**config.mk**
```make
export PLATFORM = sky130hd
export DESIGN_NAME = timecode_pulse_classifier
export DESIGN_NICKNAME = d
export VERILOG_FILES = /design/src/rtl/tcpc_pkg.sv /design/src/rtl/tcpc_edge_sync.sv /design/src/rtl/tcpc_prescaler.sv /design/src/rtl/tcpc_interval_counter.sv /design/src/rtl/timecode_pulse_classifier.sv
export SDC_FILE = /design/constraint.sdc
export NUM_CORES = 1
export LEC_CHECK = 0
export BUFFER_PORTS_ARGS = -buffer_cell sky130_fd_sc_hd__buf_4
export CAP_MARGIN = 25
export CORE_ASPECT_RATIO = 1.2
export CORE_MARGIN = 8
export CORE_UTILIZATION = 55
export CTS_BUF_LIST = sky130_fd_sc_hd__clkbuf_16
export CTS_CLUSTER_SIZE = 14
export DETAILED_ROUTE_END_ITERATION = 10
export PLACE_DENSITY = 0.8
export RECOVER_POWER = 25
export SLEW_MARGIN = 30
export SYNTH_ARGS = -nofsm -noshare
export SYNTH_HDL_FRONTEND = slang
export SYNTH_HIERARCHICAL = 1
export SYNTH_SLANG_ARGS = --single-unit
```
**constraint.sdc**
```tcl
create_clock -name clk -period 6.4 [get_ports clk]
set_input_delay 0.64 -clock clk [delete_from_list [all_inputs] [get_ports clk]]
set_output_delay 0.64 -clock clk [all_outputs]
set_load 0.03 [all_outputs]
```
**src/rtl/tcpc_pkg.sv**
```systemverilog
package tcpc_pkg;

    typedef enum logic [1:0] {
        ST_IDLE = 2'd0,
        ST_HIGH = 2'd1,
        ST_LOW  = 2'd2
    } tcpc_state_e;

    localparam int NCLS      = 4;
    localparam int CLS_SHORT = 0;
    localparam int CLS_LONG  = 1;
    localparam int CLS_SEC   = 2;
    localparam int CLS_MARK  = 3;

endpackage

```
**src/rtl/tcpc_edge_sync.sv**
```systemverilog
module tcpc_edge_sync #(
    parameter int STAGES = 2
) (
    input  logic clk,
    input  logic rst,
    input  logic din,
    output logic rise,
    output logic fall
);

    logic [STAGES-1:0] chain;
    logic              prev;

    if (STAGES > 1) begin : g_multi
        always_ff @(posedge clk) begin
            if (rst) chain <= '0;
            else     chain <= {chain[STAGES-2:0], din};
        end
    end else begin : g_single
        always_ff @(posedge clk) begin
            if (rst) chain <= '0;
            else     chain <= din;
        end
    end

    always_ff @(posedge clk) begin
        if (rst) prev <= 1'b0;
        else     prev <= chain[STAGES-1];
    end

    assign rise = chain[STAGES-1] & ~prev;
    assign fall = ~chain[STAGES-1] & prev;

endmodule

```
**src/rtl/tcpc_prescaler.sv**
```systemverilog
module tcpc_prescaler #(
    parameter int EXP_W = 4
) (
    input  logic             clk,
    input  logic             rst,
    input  logic             restart,
    input  logic [EXP_W-1:0] exp_sel,
    output logic             tick
);

    localparam int PRE_W = (1 << EXP_W) - 1;

    logic [PRE_W-1:0] pcnt;
    logic [PRE_W-1:0] mask;

    // low exp_sel bits of the free-running count must all be ones
    assign mask = ~({PRE_W{1'b1}} << exp_sel);
    assign tick = &(pcnt | ~mask);

    always_ff @(posedge clk) begin
        if (rst || restart) pcnt <= '0;
        else                pcnt <= pcnt + 1'b1;
    end

endmodule

```
**src/rtl/tcpc_interval_counter.sv**
```systemverilog
module tcpc_interval_counter #(
    parameter int CNT_W = 16
) (
    input  logic             clk,
    input  logic             rst,
    input  logic             restart,
    input  logic             tick,
    output logic [CNT_W-1:0] count,
    output logic             ovf
);

    localparam logic [CNT_W-1:0] CNT_MAX = '1;

    always_ff @(posedge clk) begin
        if (rst) begin
            count <= CNT_MAX;
            ovf   <= 1'b0;
        end else begin
            ovf <= 1'b0;
            if (restart) begin
                count <= '0;
            end else if (tick && count != CNT_MAX) begin
                count <= count + 1'b1;
                ovf   <= (count == CNT_MAX - 1'b1);
            end
        end
    end

    assert_restart_zero_R3: assert property (@(posedge clk) disable iff (rst)
        restart |=> count == '0);

    assert_tick_step_R4: assert property (@(posedge clk) disable iff (rst)
        (!restart && tick && count != CNT_MAX) |=> count == $past(count) + 1'b1);

    assert_hold_max_R6: assert property (@(posedge clk) disable iff (rst)
        (!restart && count == CNT_MAX) |=> count == CNT_MAX);

endmodule

```
**src/rtl/timecode_pulse_classifier.sv**
```systemverilog
module timecode_pulse_classifier
    import tcpc_pkg::*;
#(
    parameter int CNT_W       = 16,
    parameter int EXP_W       = 4,
    parameter int SYNC_STAGES = 2,
    parameter int NOM_SHORT   = 2823,
    parameter int TOL_SHORT   = 280,
    parameter int NOM_LONG    = 5646,
    parameter int TOL_LONG    = 560,
    parameter int NOM_SEC     = 28230,
    parameter int TOL_SEC     = 1400,
    parameter int NOM_MARK    = 56463,
    parameter int TOL_MARK    = 2800,
    parameter int LAST_IDX    = 58,
    localparam int IDX_W      = $clog2(LAST_IDX + 2)
) (
    input  logic             clk,
    input  logic             rst,
    input  logic             rx_in,
    input  logic [EXP_W-1:0] psc_exp,
    output logic             bit_stb,
    output logic             bit_val,
    output logic             mark_stb,
    output logic             err_stb,
    output logic [IDX_W-1:0] bit_pos
);

    logic             rise, fall, tick, ovf;
    logic [CNT_W-1:0] cnt;
    logic [NCLS-1:0]  win_hit;

    tcpc_state_e      state, state_nxt;
    logic [IDX_W-1:0] seq_idx;
    logic             ev_bit, ev_val, ev_mark, ev_err, ev_wrap;

    tcpc_edge_sync #(.STAGES(SYNC_STAGES)) u_sync (
        .clk  (clk),
        .rst  (rst),
        .din  (rx_in),
        .rise (rise),
        .fall (fall)
    );

    tcpc_prescaler #(.EXP_W(EXP_W)) u_psc (
        .clk     (clk),
        .rst     (rst),
        .restart (rise),
        .exp_sel (psc_exp),
        .tick    (tick)
    );

    tcpc_interval_counter #(.CNT_W(CNT_W)) u_cnt (
        .clk     (clk),
        .rst     (rst),
        .restart (rise),
        .tick    (tick),
        .count   (cnt),
        .ovf     (ovf)
    );

    // one tolerance window per duration class
    for (genvar c = 0; c < NCLS; c++) begin : g_win
        localparam int NOM = (c == CLS_SHORT) ? NOM_SHORT :
                             (c == CLS_LONG)  ? NOM_LONG  :
                             (c == CLS_SEC)   ? NOM_SEC   : NOM_MARK;
        localparam int TOL = (c == CLS_SHORT) ? TOL_SHORT :
                             (c == CLS_LONG)  ? TOL_LONG  :
                             (c == CLS_SEC)   ? TOL_SEC   : TOL_MARK;
        localparam int LO  = (NOM > TOL) ? NOM - TOL : 0;
        localparam int HI  = NOM + TOL;
        assign win_hit[c] = (32'(cnt) >= 32'(LO)) && (32'(cnt) <= 32'(HI));
    end

    // state register
    always_ff @(posedge clk) begin
        if (rst) state <= ST_IDLE;
        else     state <= state_nxt;
    end

    // next state and event decode
    always_comb begin
        state_nxt = state;
        ev_bit    = 1'b0;
        ev_val    = 1'b0;
        ev_mark   = 1'b0;
        ev_err    = 1'b0;
        ev_wrap   = 1'b0;
        unique case (state)
            ST_IDLE: begin
                if (rise) state_nxt = ST_HIGH;              // arm
            end
            ST_HIGH: begin
                if (fall) begin                              // width check
                    state_nxt = ST_LOW;
                    if (win_hit[CLS_SHORT] || win_hit[CLS_LONG]) begin
                        if (seq_idx > IDX_W'(LAST_IDX)) begin
                            ev_err  = 1'b1;
                            ev_wrap = 1'b1;
                        end else begin
                            ev_bit = 1'b1;
                            ev_val = !win_hit[CLS_SHORT];
                        end
                    end else begin
                        ev_err = 1'b1;
                    end
                end else if (ovf) begin                      // timeout
                    state_nxt = ST_IDLE;
                    ev_err    = 1'b1;
                end
            end
            ST_LOW: begin
                if (rise) begin                              // period check
                    state_nxt = ST_HIGH;
                    if (win_hit[CLS_SEC])       ev_mark = 1'b0;
                    else if (win_hit[CLS_MARK]) ev_mark = 1'b1;
                    else                        ev_err  = 1'b1;
                end else if (ovf) begin                      // timeout
                    state_nxt = ST_IDLE;
                    ev_err    = 1'b1;
                end
            end
            default: state_nxt = ST_IDLE;
        endcase
    end

    // registered outputs and bit position
    always_ff @(posedge clk) begin
        if (rst) begin
            bit_stb  <= 1'b0;
            bit_val  <= 1'b0;
            mark_stb <= 1'b0;
            err_stb  <= 1'b0;
            bit_pos  <= '0;
            seq_idx  <= '0;
        end else begin
            bit_stb  <= ev_bit;
            mark_stb <= ev_mark;
            err_stb  <= ev_err;
            if (ev_bit) begin
                bit_val <= ev_val;
                bit_pos <= seq_idx;
                seq_idx <= seq_idx + 1'b1;
            end else if (ev_mark) begin
                bit_pos <= '0;
                seq_idx <= '0;
            end else if (ev_wrap) begin
                seq_idx <= '0;
            end
        end
    end

    assert_one_strobe_R8: assert property (@(posedge clk) disable iff (rst)
        $onehot0({bit_stb, mark_stb, err_stb}));

    assert_bit_single_R8: assert property (@(posedge clk) disable iff (rst)
        bit_stb |=> !bit_stb);

    assert_pos_range_R7: assert property (@(posedge clk) disable iff (rst)
        bit_stb |-> bit_pos <= IDX_W'(LAST_IDX));

    assert_idle_quiet_R10: assert property (@(posedge clk) disable iff (rst)
        (state == ST_IDLE) |=> (!bit_stb && !mark_stb));

endmodule

```
# Word-level counts from Yosys, hierarchy flattened

Index checks and enable logic that the tools add are counted.
W data, S select, Z words.

Add/sub/neg operators: 3
$lt $le $gt $ge: 9
Equal/unequal tests: 5
Shift operators: 1
Muxes and demuxes: 35
Bitwise gates (word level): 8
Reductions and logical operators: 14

Operators with widths:

| cell                    | count |
|---|---|
| $mux W16                | 2 |
| $mux W6                 | 5 |
| $not A15 Y15            | 2 |
| $mux W1                 | 22 |
| $add A16 B1 Y16 const B | 1 |
| $eq A16 B16 Y1 const B  | 1 |
| $ge A16 B12 Y1 const B  | 1 |
| $ge A16 B13 Y1 const B  | 1 |
| $ge A16 B15 Y1 const B  | 1 |
| $ge A16 B16 Y1 const B  | 1 |
| $le A16 B12 Y1 const B  | 1 |
| $le A16 B13 Y1 const B  | 1 |
| $le A16 B15 Y1 const B  | 1 |
| $le A16 B16 Y1 const B  | 1 |
| $ne A16 B16 Y1 const B  | 1 |
| $add A15 B1 Y15 const B | 1 |
| $or A15 B15 Y15         | 1 |
| $reduce_and A15 Y1      | 1 |
| $shl A15 B4 Y15 const A | 1 |
| $mux W2                 | 4 |
| $add A6 B1 Y6 const B   | 1 |
| $gt A6 B6 Y1 const B    | 1 |
| $pmux W2 S3             | 1 |
| $logic_and A1 B1 Y1     | 5 |
| 12 further kinds        | 17 |

Register bits after elaboration: 53
Input port bits: 7
Output and inout port bits: 10
Word-level logic and storage cells: 87

# Depth between registers and ports, before layout

Depth in word-level cells: 9
Mapped depth: 9

# By module

The synthesis kept the hierarchy.

Modules (own cells, without submodules):

| module                    | times used | cells an instance | area an instance (µm²) |
|---|---|---|---|
| timecode_pulse_classifier | 1          | 158               | 1164.9 |
| tcpc_interval_counter     | 1          | 112               | 1019.7 |
| tcpc_prescaler            | 1          | 93                | 763.2 |
| tcpc_edge_sync            | 1          | 8                 | 91.3 |

# Worst setup path before layout

Ideal clock, no wire load.

Kind: input port to flip-flop
Start point: input psc_exp[0]
End point: register u_cnt.count[11]
Library setup time: 0.130 ns
Data arrival time: 2.493 ns
Required time: 6.270 ns
Path slack: 3.777 ns
Stages on the path: 9
Path buffers: 0
Cell sequence: nor2b_1 -> o21ai_2 -> nand2_1 -> a2111oi_1 -> o311a_1 -> nand3_1 -> or4_1 -> a31oi_1 -> o31ai_1

Word-level cells in the longest chain between the ends: 7

Ends and longest elaborated chain:

| what                                | line                            | source |
|---|---|---|
| from (decl)                         | timecode_pulse_classifier.sv:21 | `input logic [EXP_W-1:0] psc_exp,` |
| $shl A15 B4 Y15                     | tcpc_prescaler.sv:17            | `assign mask = ~({PRE_W{1'b1}} << exp_sel);` |
| $not A15 Y15                        | tcpc_prescaler.sv:17            |  |
| $not A15 Y15                        | tcpc_prescaler.sv:18            | `assign tick = &(pcnt \| ~mask);` |
| $or A15 B15 Y15                     | tcpc_prescaler.sv:18            |  |
| $reduce_and A15 Y1                  | tcpc_prescaler.sv:18            |  |
| named net tick                      | timecode_pulse_classifier.sv:29 | `logic rise, fall, tick, ovf;` |
| $logic_and A1 B1 Y1                 | tcpc_interval_counter.sv:22     | `end else if (tick && count != CNT_MAX) begin` |
| $reduce_bool A2 Y1 (no source line) | --                              |  |
| to (signal assigned)                | tcpc_interval_counter.sv:23     | `count <= count + 1'b1;` |
| to (decl)                           | tcpc_interval_counter.sv:8      | `output logic [CNT_W-1:0] count,` |

The timed path passes the listed nets, and every way through them passes these cells.
A chain may end at the register's enable or synchronous reset.

# Worst setup path in the final report

Same ends and word-level chain as after synthesis.

==> metrics.cfg <==
[worst_setup_path]
crit_path_leading_delay_family = compound AO/OA/AOI/OAI gates
worst_r2r_path_depth = 9
worstPathRequired_ns = 6.58
critPathLaunchType = input pin
worstPathBufferInverterCount = 1
cp_data_arrival_time_ns = 2.86
cp_cell_sequence = buf_4 > nor2b_1 > o21ai_2 > nand2_1 > a2111oi_1 > o311a_1 > nand3_1 > or4_1 > a31oi_1 > o31ai_1
critical_path.reg2reg.endpoint = u_cnt/count[11]$_SDFFE_PP1P_
critical_path.slowest_cell = or4_1
critPathMaxStageDelay_ns = 0.52
worst-setup-path-type = input pin to flip-flop
worst-path-max-fanout = 6
timing.rr.start = u_psc/pcnt[13]$_SDFF_PP0_
endpoint_kind = flip-flop
r2r_slack_ns = 3.88

[synthesis]
avgSynthCellArea_um2 = 8.19
post_synth_mux_area_share = 0.00659
synth_top_flop_cell = dfxtp_1
synth.largest_area_cell = dfxtp_1
synth_xor_xnor_area_share = 0.0432
ys_seq_area_frac = 0.349
synth-async-reset-ratio = 0
post_synth_fa_ha_maj_area_fraction = 0.0371
synth_area_um2 = 3040
yosys.cell_types.count = 65
synth_compound_gate_area_share = 0.209
mappedNetlistNets = 387
synth_top_family_by_area = simple AND/OR/NAND/NOR gates
synth-edff-count = 0
yosysWarnings = 6
yosys-top-cells-area = dfxtp_1 35%, nand2_1 4.6%, nor2_1 4.4%, a21oi_1 4.0%, nand3_1 3.8%
synth_most_common_cell = dfxtp_1
yosys.area.top_type_share = 0.349
synth_common_cells = 53 x dfxtp_1, 37 x nand2_1, 36 x nor2_1
synth_simple_gate_area_share = 0.316
flops_latches_synth = 53
post_synth_inst_count = 371

[final_layout]
number_of_fill_cells_in_the_layout = 456
ff_latch_area_um2 = 1060
diodes = 0
nets = 399
area_growth_pct = 10.7
drive_gt1_frac = 0.115
finalNonFillerCells = 446
multiInputGateArea_um2 = 1860

[routing]
detailedRoute.firstIterationViolations = 162
drt-total-wl_mm = 6.84
ant_nets = 0
firstDrtPassIters = 4
via_count = 2805
vias_per_cell = 6.29
remaining_drc_errors = 0
avg_wl_per_cell_um = 15.3

[die]
initial_utilization = 0.574
row_count = 29
die_height_um = 97.4
ios = 17
core_region_area_um2 = 5300
chipWidth_um = 83.9
total_die_area_um2 = 8170

[power_and_ir_drop]
power.share.combinational = 0.110
net-switching-power_mw = 0.195
power_switching_share = 0.247
share_seq_of_total_power = 0.456
ir_drop_mv = 0.184
power_density_nw_per_um2 = 235
static-leakage-power_nw = 1.27
p_clk_frac = 0.434
intPower_mw = 0.596

[sta]
timing.final.hold_violations = 0
final_slew_violations = 0
final.setup_skew_ns = 0.00526
finalCritPeriodShare = 0.419
setup_violations = 0
grt_setup_unrepaired = false
maxSlewHeadroom = 0.132
clock.fmax_ghz = 0.373
final_period_minus_worst_setup_slack_ns = 2.68
postLayoutSetupSlackWorst_ns = 3.72
hold-worst-slack_ns = 0.441
setup_total_negative_slack_ns = 0
worst_slew_pin_slew_ns = 1.30

[clock_network]
post-cts-setup-buffers = 0
cts-buffers-inserted = 5
postCtsHoldBufs = 0
clock-sinks = 53
cts_tree = built
clk_path_buf_depth = 2
h_tree_depth = 2
post_cts_resize_count = 0
worst_skew_pair.late_latency_ns = 0.29
cts.reportedPaths.clkPinSlew_ns = 0.07
root_buf_cell = clkbuf_16

[global_routing]
initial_antenna_violation_count = 0
grt-ovfl-total = 0
grt_pass1_wl_mm = 11.6
grt_start_max_net_pins = 31
grt_pass1_vias = 2682
grtUsageTotal = 0.163

[outcome]
run_status = finished clean

[hold_path]
timing.hold.worst.start = u_sync/chain[0]$_SDFF_PP0_
timing.hold.worst_endpoint = u_sync/chain[1]$_SDFF_PP0_
holdCritPathClass = flip-flop to flip-flop
timing.hold.worst_path_depth = 1

[placed_design]
io_buffer_count = 16
dp_hpwl_mm = 4.67
gpl_wtd_cong = 0.924
placed_cell_count = 438
dp_worst_setup_slack_ns = 3.43

[run]
drv_cap = 0

layer usage:
metal  global-route usage  part of all wire  vias to the layer above
met5                    0                 0                        -
met4               0.0679             0.017                        0
met3               0.0361             0.053                       11
met2                0.290              0.50                       69
met1                0.181              0.43                     1336
li1                     -                 -                     1389
worst max-delay path by stage:
stage / endpoint / from / cells past startpoint / slack [ns]
2_1_floorplan: u_cnt/count[11]$_SDFFE_PP1P_ / psc_exp[0] / 9 / 3.78
3_3_place_gp: u_cnt/count[11]$_SDFFE_PP1P_ / psc_exp[0] / 10 / 3.49
3_5_place_dp: u_cnt/count[11]$_SDFFE_PP1P_ / psc_exp[0] / 10 / 3.43
4_1_cts: u_cnt/count[11]$_SDFFE_PP1P_ / psc_exp[0] / 10 / 3.74
5_1_grt: u_cnt/count[11]$_SDFFE_PP1P_ / psc_exp[0] / 10 / 3.52
6_report: u_cnt/count[11]$_SDFFE_PP1P_ / psc_exp[0] / 10 / 3.72
worst register-to-register path, stage by stage, from the launching register on:
cell and delay, ns:
dfxtp_1 0.33, inv_1 0.08, o21ai_2 0.13, nand2_1 0.06
a2111oi_1 0.40, o311a_1 0.40, nand3_1 0.20, or4_1 0.52
a31oi_1 0.18, o31ai_1 0.10
layout make-up:
class	instances	area share
sequential	53	0.315
inverter	14	0.0156
timing repair buffer	18	0.0368
clock inverter	3	0.0193
multi-input combinational	291	0.553
tap	62	0.0230
clock buffer	5	0.0372
kinds of logic (layout without fill, tap and decap cells):
logic type | Yosys count | in the layout
and+or+nand+nor | 173 | 173
muxes | 2 | 2
xor gates and xnor gates | 15 | 15
adders and majority gates | 9 | 9
AOI/OAI and AO/OA | 92 | 92
DFF | 53 | 53
buffers and inverters | 27 | 40
sequential cells by signal, summed over array words and instances, names as in the netlist:
signal,cells
bit_stb,1
state,2
u_sync/chain,2
mark_stb,1
err_stb,1
u_cnt/count,16
u_psc/pcnt,15
seq_idx,6
bit_pos,6
u_cnt/ovf,1
u_sync/prev,1
bit_val,1
stage by stage:
stage / power, mW / utilization / area (µm²)
6_report: 0.791 / 0.635 / 3370
5_1_grt: 0.820 / 0.635 / 3370
4_1_cts: 0.795 / 0.637 / 3380
3_5_place_dp: 0.453 / 0.602 / 3190
3_3_place_gp: 0.450 / 0.602 / 3190
2_1_floorplan: 0.432 / - / 3040
power groups by stage:
| stage | Combinational [mW] | Sequential [mW] | Clock, mW |
|---|---|---|---|
| after CTS | 0.0866 | 0.360 | 0.349 |
| final | 0.0872 | 0.361 | 0.343 |
| after global routing | 0.0977 | 0.363 | 0.359 |
| after detailed placement | 0.0856 | 0.368 | 0 |
| after global placement | 0.0828 | 0.367 | 0 |
| after floorplan | 0.0727 | 0.359 | 0 |
layout by cell type (no fill, tap or decap), types with 5 or more instances in the layout:
master / count
and3_1: 5
nand4_1: 13
nand2b_1: 5
nor2b_1: 11
o21ai_1: 9
nor3_1: 7
inv_1: 14
xnor2_1: 8
o31ai_1: 9
dfxtp_1: 53
nor4_1: 6
buf_4: 15
a31oi_1: 5
xor2_1: 7
o21ai_0: 16
nor2_1: 36
ha_1: 9
clkbuf_16: 5
nand3_1: 23
nand2_1: 37
a21oi_1: 24
No activity file was read; power rests on OpenSTA's default activity.
